<file path="src/rtl/ext_byte_seq.sv">
module ext_byte_seq #(
  parameter int ADDR_W = 16
) (
  input  logic              clk,
  input  logic              rst_n,
  input  logic              cpu_req,
  input  logic              cpu_we,
  input  logic              cpu_reg_sel,
  input  logic [ADDR_W-1:0] cpu_addr,
  input  logic [15:0]       cpu_wdata,
  output logic [15:0]       cpu_rdata,
  output logic              cpu_ready,
  input  logic [1:0]        bus_size,
  output logic [ADDR_W:0]   mem_addr,
  output logic              mem_strobe_n,
  output logic              mem_we,
  output logic [1:0]        mem_lane_en,
  output logic [15:0]       mem_wdata,
  input  logic [15:0]       mem_rdata
);

  typedef enum logic [1:0] {S_IDLE, S_STRB, S_RECOV} st_t;

  st_t               st;
  logic [1:0]        mode_q, xmode;
  logic              narrow, second, we_q, ready_q;
  logic [ADDR_W-1:0] waddr;
  logic [15:0]       wbuf, rd_q;

  wire [1:0]  eff      = (mode_q == 2'b11) ? 2'b00 : mode_q;
  wire        accept   = cpu_req && (st == S_IDLE);
  wire        split    = narrow && (xmode == 2'b00);
  wire        last     = !split || second;
  wire        hi_cyc   = narrow && ((xmode == 2'b01) || (xmode == 2'b00 && second));
  wire [15:0] acc_mask = (eff == 2'b01) ? 16'hFF00 : (eff == 2'b10) ? 16'h00FF : 16'hFFFF;
  wire [15:0] reg_view = {14'b0, mode_q} & acc_mask;

  assign mem_addr     = {waddr, hi_cyc};
  assign mem_strobe_n = (st != S_STRB);
  assign mem_we       = we_q && (st == S_STRB);
  assign mem_lane_en  = narrow ? 2'b01 :
                        (xmode == 2'b01) ? 2'b10 :
                        (xmode == 2'b10) ? 2'b01 : 2'b11;
  assign mem_wdata    = narrow ? {8'h00, hi_cyc ? wbuf[15:8] : wbuf[7:0]} : wbuf;

  wire [15:0] lane_in = narrow ? (hi_cyc ? {mem_rdata[7:0], 8'h00} : {8'h00, mem_rdata[7:0]})
                               : (mem_rdata & {{8{mem_lane_en[1]}}, {8{mem_lane_en[0]}}});

  assign cpu_rdata = rd_q;
  assign cpu_ready = ready_q;

  always_ff @(posedge clk or negedge rst_n) begin
    if (!rst_n) begin
      st      <= S_IDLE;
      mode_q  <= 2'b00;
      xmode   <= 2'b00;
      narrow  <= 1'b0;
      second  <= 1'b0;
      we_q    <= 1'b0;
      waddr   <= '0;
      wbuf    <= '0;
      rd_q    <= '0;
      ready_q <= 1'b0;
    end else begin
      ready_q <= 1'b0;
      case (st)
        S_IDLE: if (accept) begin
          if (cpu_reg_sel) begin
            ready_q <= 1'b1;
            rd_q    <= cpu_we ? 16'h0000 : reg_view;
            if (cpu_we && eff != 2'b01) mode_q <= cpu_wdata[1:0];
          end else begin
            st     <= S_STRB;
            xmode  <= eff;
            narrow <= (bus_size == 2'b00);
            second <= 1'b0;
            we_q   <= cpu_we;
            waddr  <= cpu_addr;
            wbuf   <= cpu_wdata;
            rd_q   <= '0;
          end
        end
        S_STRB: begin
          st <= S_RECOV;
          if (!we_q) rd_q <= rd_q | lane_in;
        end
        S_RECOV: begin
          if (last) begin
            st      <= S_IDLE;
            ready_q <= 1'b1;
          end else begin
            second <= 1'b1;
            st     <= S_STRB;
          end
        end
        default: st <= S_IDLE;
      endcase
    end
  end

endmodule

</file>
<file path="config.mk">
export PLATFORM = sky130hd
export DESIGN_NAME = ext_byte_seq
export DESIGN_NICKNAME = d
export VERILOG_FILES = /design/src/rtl/ext_byte_seq.sv
export SDC_FILE = /design/constraint.sdc
export NUM_CORES = 1
export LEC_CHECK = 0
export BUFFER_PORTS_ARGS = -buffer_cell sky130_fd_sc_hd__buf_4
export CAP_MARGIN = 20
export CORE_MARGIN = 3
export CORE_UTILIZATION = 34
export DETAILED_ROUTE_END_ITERATION = 8
export GPL_ROUTABILITY_DRIVEN = 1
export GPL_TIMING_DRIVEN = 0
export HOLD_SLACK_MARGIN = 0.02
export PLACE_DENSITY = 0.71
export SETUP_SLACK_MARGIN = 0.4
export SYNTH_ARGS = -nofsm -noshare
export SYNTH_HDL_FRONTEND = slang
export SYNTH_SLANG_ARGS = --single-unit
export TNS_END_PERCENT = 30
</file>
<file path="constraint.sdc">
create_clock -name clk -period 2.5 [get_ports clk]
set_clock_uncertainty 0.2 [all_clocks]
set_input_delay 0.375 -clock clk [delete_from_list [all_inputs] [get_ports clk]]
set_output_delay 0.375 -clock clk [all_outputs]
set_load 0.03 [all_outputs]
</file>
==> results.txt, run 1 <==
Routed Antenna Nets: 0
die area: 9270 um2
number of placed I/O pins: 109
slowest stage cell on the critical path: dfrtp_1
CP most frequent cell: buf_6
Synth Area in Compound Gates: 10.8%
Worst Setup Start Kind: register
Post-Synth Adder-Cell Area: 0%
worst-path fanout max: 4
NumNets Final: 487
P_int: 2.26 mW
sequential power share: 35.2%
Worst Max-Slew Pin Slew: 743 ps
clock tree buffer depth: 2
mux cell area share after synthesis: 3.66%
CP startpoint: xmode[1]
Leakage: 2.14 nW
setup ws final: 251 ps
# clock sinks: 58
PortBufs: 107
vias per cell: 4.76
initial core utilization: 35.5%
Synth Area in XOR/XNOR: 0%
fin util: 53.7%
pwr dens: 885 nW/um2
RSZ-0062 raised after global routing: true
DIE WIDTH: 96.3 um
Relative slew margins: 50.4%
Async SR Flop Fraction: 100%
launching point of the worst reg2reg path: xmode[0]
DRT Pass-1 Iters: 4
Worst-Skew Late Latency: 330 ps
Post-synth EDFFs: 0
Fin. Hold Viols: 0
first-pass GRT wire length: 12400 um
r2r setup slk: 610 ps
clk root buf: clkbuf_8
crit path to: mem_wdata[6]
Post-Synth Simple-Gate Area: 28.0%
Area Overhead vs Synth: 51.1%
Global Route met1 Usage: 23.1%
Routability Congestion: 0.747
initial antenna violation count: 0
Filler cells: 704
drt total wl: 7810 um
M3 GR Usage: 4.38%
gr usage total: 17.6%
Syn Area/Cell: 9.46 um2
CTS tree: built
Mapped Nets: 348
M2 GR Usage: 27.7%
DR DRC count: 0
max-cap violations: 0
fraction of layout cells with a size suffix above 1: 39.1%
GRT overflow: 0
number of global-route vias before repair: 2463
final-report setup violation count: 0
Max H-tree Level: 3
Antenna Diode Count: 0
critical path required time: 1920 ps
Clock transition at path regs: 70 ps
Final Cycle Share: 89.9%
cell count after synthesis: 293
number of warnings issued by yosys: 0
DR iter-0 viols: 98
synthesized area: 2770 um2
Core Area: 7810 um2
sw frac: 39.1%
count of cell types in the netlist: 36
Setup crit end kind: output port
Cell Count, Final, Fillers Out: 539
layer with the highest usage: met2
Worst Hold Class: in2reg
Placed Area: 3700 um2
Max Fclk: 0.445 GHz
register area share after synthesis: 52.3%
TritonCTS Buffers: 9
CP cell instances: nand2b_4, nor2_4, buf_6, buf_16, mux2_4, buf_6
share of the synthesized area in the top cell type: 52.3%
DR vias: 2566
placed insts: 502
clock network power share: 19.9%
routed length per instance: 14.5 um
R2R depth: 6
Area contributors post-synth: dfrtp_1 52%, nand2_1 14%, mux2_2 3.7%
Synth area leader: dfrtp_1
largest family of logic cells by synthesized area: simple AND/OR/NAND/NOR gates
final worst path period need: 2250 ps
outcome: completed
Top FF cell, synth: dfrtp_1
Final HPWL DP: 5410 um
Seq cells post-synth: 58
worst slack, placed: 373 ps
Die H: 96.3 um
Final Max Tran Viols: 0
Peak VDD IR: 381 uV
row count: 32
cell area after layout: 4190 um2
CP max stage delay: 380 ps
Comb pwr share: 45.0%
CP Class: reg2out
Setup TNS: 0 ps
worst r2r dst: cpu_ready
pin count of the biggest net entering global routing: 59
Worst EP arrival: 1670 ps
P_sw: 1.45 mW
## worst min-delay path by stage
| stage | start | end | cells after the start |
|---|---|---|---|
| after floorplan | rst_n | cpu_rdata[0] | 0 |
| after detailed placement | wbuf[7] | wbuf[7] | 2 |
| after CTS | cpu_addr[13] | waddr[13] | 3 |
| after global placement | wbuf[2] | wbuf[2] | 2 |
| final | cpu_wdata[15] | wbuf[15] | 3 |
| after global routing | cpu_wdata[15] | wbuf[15] | 3 |
## worst max-delay path: cells and delay by family, from the launching register on
kind | cells | cell delay, ps
buffers and inverters | 3 | 370
DFF | 1 | 380
muxes | 1 | 300
and+or+nand+nor | 2 | 290
## layout make-up
cell class | count | area, um2 | share of cell area (%)
Sequential cell | 58 | 1450 | 34.7
Multi-Input combinational cell | 209 | 1230 | 29.4
Timing Repair Buffer | 128 | 1050 | 25.1
Clock buffer | 13 | 149 | 3.55
Tap cell | 102 | 128 | 3.05
Buffer | 17 | 125 | 2.99
Inverter | 9 | 33.8 | 0.806
Clock inverter | 3 | 15.0 | 0.358
## per-stage QoR
step	power, mW	hold slack (ps)
after floorplan	2.20	-121
after global placement	2.73	254
after detailed placement	2.75	259
after CTS	3.70	20.4
after global routing	3.94	20.5
final	3.71	34.6
## cells by family (layout without fill, tap and decap cells)
family | count (synthesis) | after routing
simple gates | 156 | 156
compound gates | 44 | 44
flops | 58 | 58
buf+inv | 26 | 170
mux | 9 | 9
## timing repair
item | in CTS | in global routing
endpoints found under the setup margin | 20 | 22
pin swaps | 2 | 0
resized for setup | 29 | 10
hold endpoints to repair | 63 | 2
setup buffers | 8 | 3
cloned | 1 | 0
hold buffers | 6 | 3
## cell usage after synthesis (2+ instances only)
cell type,count
clkbuf_1,3
buf_4,2
buf_2,8
a21oi_1,14
mux2_2,9
o21ai_0,7
dfrtp_1,58
o211ai_1,10
nand3b_1,3
nor2_1,6
o211a_1,3
o31a_1,5
nand2_1,107
nor3b_2,2
nor2b_1,14
nor4b_1,11
buf_6,4
inv_1,9
## cell usage in the layout (no fill, tap or decap), drive strengths merged, types with 2 or more instances in the layout
cell         netlist  final
mux2               9      9
nand2            107    107
clkinv             0      3
o21ai              7      7
or4b               2      2
a21oi             14     14
nor2b             14     14
o31a               5      5
or3b               2      2
dfrtp             58     58
o211a              3      3
nor3b              3      3
nand3b             3      3
o211ai            10     10
inv                9      9
clkbuf             3     15
dlygate4sd3        0      9
nor2               7      7
buf               14    134
nor4b             12     12
## routing by layer
layer  share of wire, %  up-vias  wire length [um]
met5                  0        -                 0
met4                1.1        0                87
met3                6.9        8               539
met2                 47       84              3680
met1                 45     1213              3500
li1                   -     1261                 -
## power by group through the flow
stage,sequential [mW],clock [mW],combinational [mW]
floorplan,1.49,0,0.705
global placement,1.31,0,1.42
detailed placement,1.31,0,1.44
CTS,1.30,0.765,1.63
global route,1.33,0.819,1.79
finish,1.30,0.736,1.67
## registers in the layout, summed over array words and instances, names as in the netlist
name,cells
wbuf,16
second,1
st,2
xmode,2
waddr,16
we_q,1
mode_q,2
cpu_rdata,16
narrow,1
cpu_ready,1
Note: power is estimated with default switching activity, not from simulation.
==> run 2: changes to the inputs <==
- clock period: 2.5 -> 2.7 ns (I/O delays scaled with it)
==> run 2 against run 1 <==
  * Via count decreased by 2.9%
  * Non-clock buffer count decreased by 15
  * Combinational power decreased by 16%
  * Worst hold slack improved by 28 ps
  * Flip-flop and latch count unchanged
  * Final cell count decreased by 2.8%
  * Global-route usage decreased by 0.54 points
  * Clock-buffer cell count unchanged
  * Critical path type unchanged
  * Largest cell class unchanged
  * Largest power group unchanged
==> results.txt, run 2 (same netlist as run 1, synthesis figures left out) <==
outcome: completed
die area: 9270 um2
Antenna Diode Count: 0
Final HPWL DP: 5410 um
slowest stage cell on the critical path: dfrtp_1
Setup crit end kind: output port
Clock transition at path regs: 70 ps
crit path to: mem_wdata[1]
Final Max Tran Viols: 0
vias per cell: 4.75
number of placed I/O pins: 109
first-pass GRT wire length: 12000 um
pwr dens: 834 nW/um2
RSZ-0062 raised after global routing: true
clock tree buffer depth: 2
drt total wl: 7530 um
r2r setup slk: 830 ps
Area Overhead vs Synth: 42.7%
CP max stage delay: 380 ps
CTS tree: built
Max H-tree Level: 3
gr usage total: 17.1%
routed length per instance: 14.4 um
worst r2r dst: mode_q[0]
launching point of the worst reg2reg path: st[1]
final-report setup violation count: 0
max-cap violations: 0
CP startpoint: xmode[1]
DR vias: 2491
Worst EP arrival: 1620 ps
DIE WIDTH: 96.3 um
number of global-route vias before repair: 2438
CP Class: reg2out
Worst Max-Slew Pin Slew: 744 ps
PortBufs: 107
final worst path period need: 2220 ps
initial core utilization: 35.5%
Peak VDD IR: 370 uV
Worst-Skew Late Latency: 330 ps
leading cell type in the layout, fill and taps excluded: buf_4
Hold WS: 62.1 ps
Placed Area: 3700 um2
Routability Congestion: 0.747
setup ws final: 478 ps
DR iter-0 viols: 109
NumNets Final: 472
R2R depth: 4
cell area after layout: 3960 um2
Relative slew margins: 50.4%
GRT overflow: 0
row count: 32
DRT Pass-1 Iters: 4
Final Cycle Share: 82.3%
Die H: 96.3 um
worst-path fanout max: 9
TritonCTS Buffers: 9
total power: 3.30 mW
initial antenna violation count: 0
DR DRC count: 0
Routed Antenna Nets: 0
critical path required time: 2100 ps
Worst Hold Class: in2reg
pin count of the biggest net entering global routing: 59
# clock sinks: 58
Leakage: 2.03 nW
fraction of layout cells with a size suffix above 1: 38.2%
Core Area: 7810 um2
Worst Setup Start Kind: register
highest-count cells in the layout ignoring fill and taps: 113 x buf_4, 107 x nand2_1, 56 x dfrtp_1
Fin. Hold Viols: 0
Setup TNS: 0 ps
clk root buf: clkbuf_8
worst slack, placed: 543 ps
Max Fclk: 0.450 GHz
CP cell instances: nand2b_4, nor2_4, buf_12, mux2_2, buf_4
[run 2: changes by cell type in the layout (fill, tap and decap cells not counted), moves of 2 or more]
cell / delta
buf_4: +2
mux2_4: -8
mux2_2: +8
dlygate4sd3_1: -8
buf_6: -10
nor2b_1: +2
nor2b_2: -2
[run 2: stage by stage]
step	instances	utilization, %
after CTS	520	50.2
after floorplan	293	-
final	524	50.7
after global routing	524	50.7
after detailed placement	502	47.4
after global placement	502	47.4
[run 2: how the worst min path moves through the flow]
stage	from	to	slack, ps	cells past startpoint
5_1_grt	bus_size[1]	narrow	40	2
3_3_place_gp	wbuf[2]	wbuf[2]	250	2
3_5_place_dp	wbuf[7]	wbuf[7]	260	2
2_1_floorplan	rst_n	cpu_rdata[0]	-90	0
6_report	cpu_wdata[7]	wbuf[7]	60	3
4_1_cts	cpu_wdata[7]	wbuf[7]	50	3
[run 2: metal layers]
layer / up-vias / part of all wire, % / track usage (%)
met5: - / 0 / 0
li1: 1228 / - / -
met3: 10 / 7.2 / 4.53
met2: 86 / 47 / 26.6
met4: 0 / 1.5 / 7.48
met1: 1167 / 44 / 22.3
[run 2: worst max-delay path: cells and delay by family (launching register included)]
kind	cells	cell delay [ps]
flops	1	380
mux	1	340
buf+inv	2	310
simple gates	2	260
[run 2: report_power, final]
part	internal (mW)	switching, mW	leakage [nW]
registers	1.07	0.140	0.740
logic	0.569	0.836	1.20
clock network	0.354	0.334	0.0872
total	1.99	1.31	2.03
[run 2: timing repair]
action,CTS,global route
pin swaps,2,2
resized for setup,7,5
endpoints found under the setup margin,19,13
hold buffers,1,0
buffers inserted,1,4
hold endpoints to repair,58,0
[run 2: layout make-up]
| cell class | instances | area [um2] |
|---|---|---|
| Fill cell | 729 | 3850 |
| Clock buffer | 13 | 149 |
| Tap cell | 102 | 128 |
| Buffer | 17 | 120 |
| Timing Repair Buffer | 113 | 863 |
| Multi-Input combinational cell | 209 | 1190 |
| Clock inverter | 3 | 15.0 |
| Sequential cell | 58 | 1450 |
| Inverter | 9 | 33.8 |
==> run 3: changes to the inputs <==
- PLACE_DENSITY: 0.71 -> 0.74
- clock period: 2.7 -> 1.9 ns (I/O delays scaled with it)
==> run 3 against run 2 <==
  * The flow now finishes with violations (negative setup slack)
  * Global-route usage increased by 2.8 points
  * Power grew 74%
  * Non-clock buffer count grew 55
  * Critical path depth is the same
  * Register-to-register slack lost 800 ps
  * Design area grew 34%
  * Combinational power is 96% higher
  * Utilization is 17 points higher
  * Sequential share of layout area decreased by 9.3 points
  * First-iteration DRC count fell by 39%
  * Final cell count up 10%
==> results.txt, run 3 (same netlist as run 1, synthesis figures left out) <==
multi-input gate area in the final layout: 1680 um2
gr usage total: 19.9%
worst-path fanout max: 9
Worst EP arrival: 1610 ps
pin count of the biggest net entering global routing: 59
row count: 32
drt total wl: 9510 um
CP max stage delay: 380 ps
fraction of layout cells with a size suffix above 1: 59.3%
number of placed I/O pins: 109
WHS Endpoint: cpu_rdata[7]
die area: 9270 um2
cell count of the worst hold path: 3
initial antenna violation count: 0
initial core utilization: 35.5%
placed insts: 502
Worst Hold Class: in2reg
setup ws final: -191 ps
GRT overflow: 0
launching point of the worst reg2reg path: st[1]
Worst Max-Slew Pin Slew: 629 ps
TritonCTS Buffers: 9
Routed Antenna Nets: 0
r2r setup slk: 30 ps
final-report setup violation count: 9
DR DRC count: 0
Hold Path Origin: mem_rdata[7]
Final Max Tran Viols: 0
clk root buf: clkbuf_8
Cell Count, Final, Fillers Out: 579
Leakage: 2.57 nW
Setup crit end kind: output port
Worst Path Buf+Inv: 2
slowest stage cell on the critical path: dfrtp_1
Area Overhead vs Synth: 91.5%
Setup TNS: -1630 ps
Antenna Diode Count: 0
RSZ-0062 raised after global routing: true
Relative slew margins: 58.0%
DRT Pass-1 Iters: 4
DR iter-0 viols: 66
critical path required time: 1410 ps
CP Class: reg2out
Worst Setup Start Kind: register
Max Fclk: 0.478 GHz
Routability Congestion: 0.728
number of global-route vias before repair: 2947
Seq. cell area: 1460 um2
Die H: 96.3 um
Final Cycle Share: 110%
max-cap violations: 0
CP startpoint: xmode[1]
clock tree buffer depth: 2
highest-count cells in the layout ignoring fill and taps: 100 x buf_4, 55 x dfrtp_1, 54 x nand2_2
Clock transition at path regs: 70 ps
# clock sinks: 58
Max H-tree Level: 3
vias per cell: 4.94
leading cell type in the layout, fill and taps excluded: buf_4
worst r2r dst: xmode[0]
first-pass GRT wire length: 14100 um
pwr dens: 1080 nW/um2
Hold WS: 49.1 ps
NumNets Final: 527
outcome: finished with violations
Final HPWL DP: 5540 um
CP cell instances: nand2b_4, nor2_4, buf_12, mux2_4, buf_6
DIE WIDTH: 96.3 um
Filler cells: 567
failing checks: negative setup slack
WP depth: 5
Peak VDD IR: 549 uV
CP top delay family: flip-flops
PortBufs: 107
R2R depth: 6
DR vias: 2861
Worst-Skew Late Latency: 330 ps
final worst path period need: 2090 ps
CTS tree: built
Core Area: 7810 um2
Fin. Hold Viols: 0
routed length per instance: 16.4 um
[run 3: cell count changes in the layout (fill, tap and decap cells not counted), sizes merged]
cell,change
dlygate4sd3,+35
buf,+16
clkbuf,+2
bufinv,+1
clkinvlp,+1
[run 3: metal layers]
layer	track usage (%)	part of all wire, %
met2	34.4	52
met1	24.5	40
met4	7.01	1.6
met5	0	0
met3	3.91	6.0
[run 3: worst max path at each step]
stage,slack (ps),to
4_1_cts,-200,mem_wdata[1]
3_3_place_gp,-40,mem_wdata[3]
5_1_grt,-250,mem_wdata[5]
3_5_place_dp,-50,mem_wdata[1]
6_report,-190,mem_wdata[1]
2_1_floorplan,230,mem_wdata[0]
[run 3: final cells by class]
cell class	count	share of cell area, %
plain buffers	17	4.62
clock buffers	11	2.85
clock inverters	5	0.990
inverters	9	0.636
multi-input cells	209	31.7
flip-flops and latches	58	27.4
well taps	102	2.40
repair buffers	168	29.4
[run 3: repair_timing]
action	in CTS	in global routing
hold buffers	36	0
pin swaps	69	71
cloned	1	3
buffers inserted	15	6
hold endpoints to repair	94	0
endpoints found under the setup margin	78	80
gates resized for setup	101	76
[run 3: worst register-to-register path, cell delays in order (launching register included)]
cell and delay, ps:
dfrtp_2 430, buf_12 140, or4b_4 520, buf_12 170, clkbuf_16 170, nand2_1 70
nand2_1 50
[run 3: where the power goes]
group	internal, mW	total, mW	switching, mW
logic	1.33	2.75	1.43
clock network	0.670	1.18	0.508
registers	1.52	1.81	0.292
total	3.51	5.74	2.23
[run 3: metrics by stage]
| step | util, % | worst slack, ps | cell area, um2 | total power, mW |
|---|---|---|---|---|
| after floorplan | - | 233 | 2930 | 3.06 |
| after global placement | 49.5 | -40.9 | 3860 | 3.74 |
| after detailed placement | 49.5 | -45.6 | 3860 | 3.79 |
| after CTS | 62.9 | -201 | 4910 | 5.43 |
| after global routing | 68.0 | -254 | 5310 | 6.03 |
| final | 68.0 | -191 | 5310 | 5.74 |
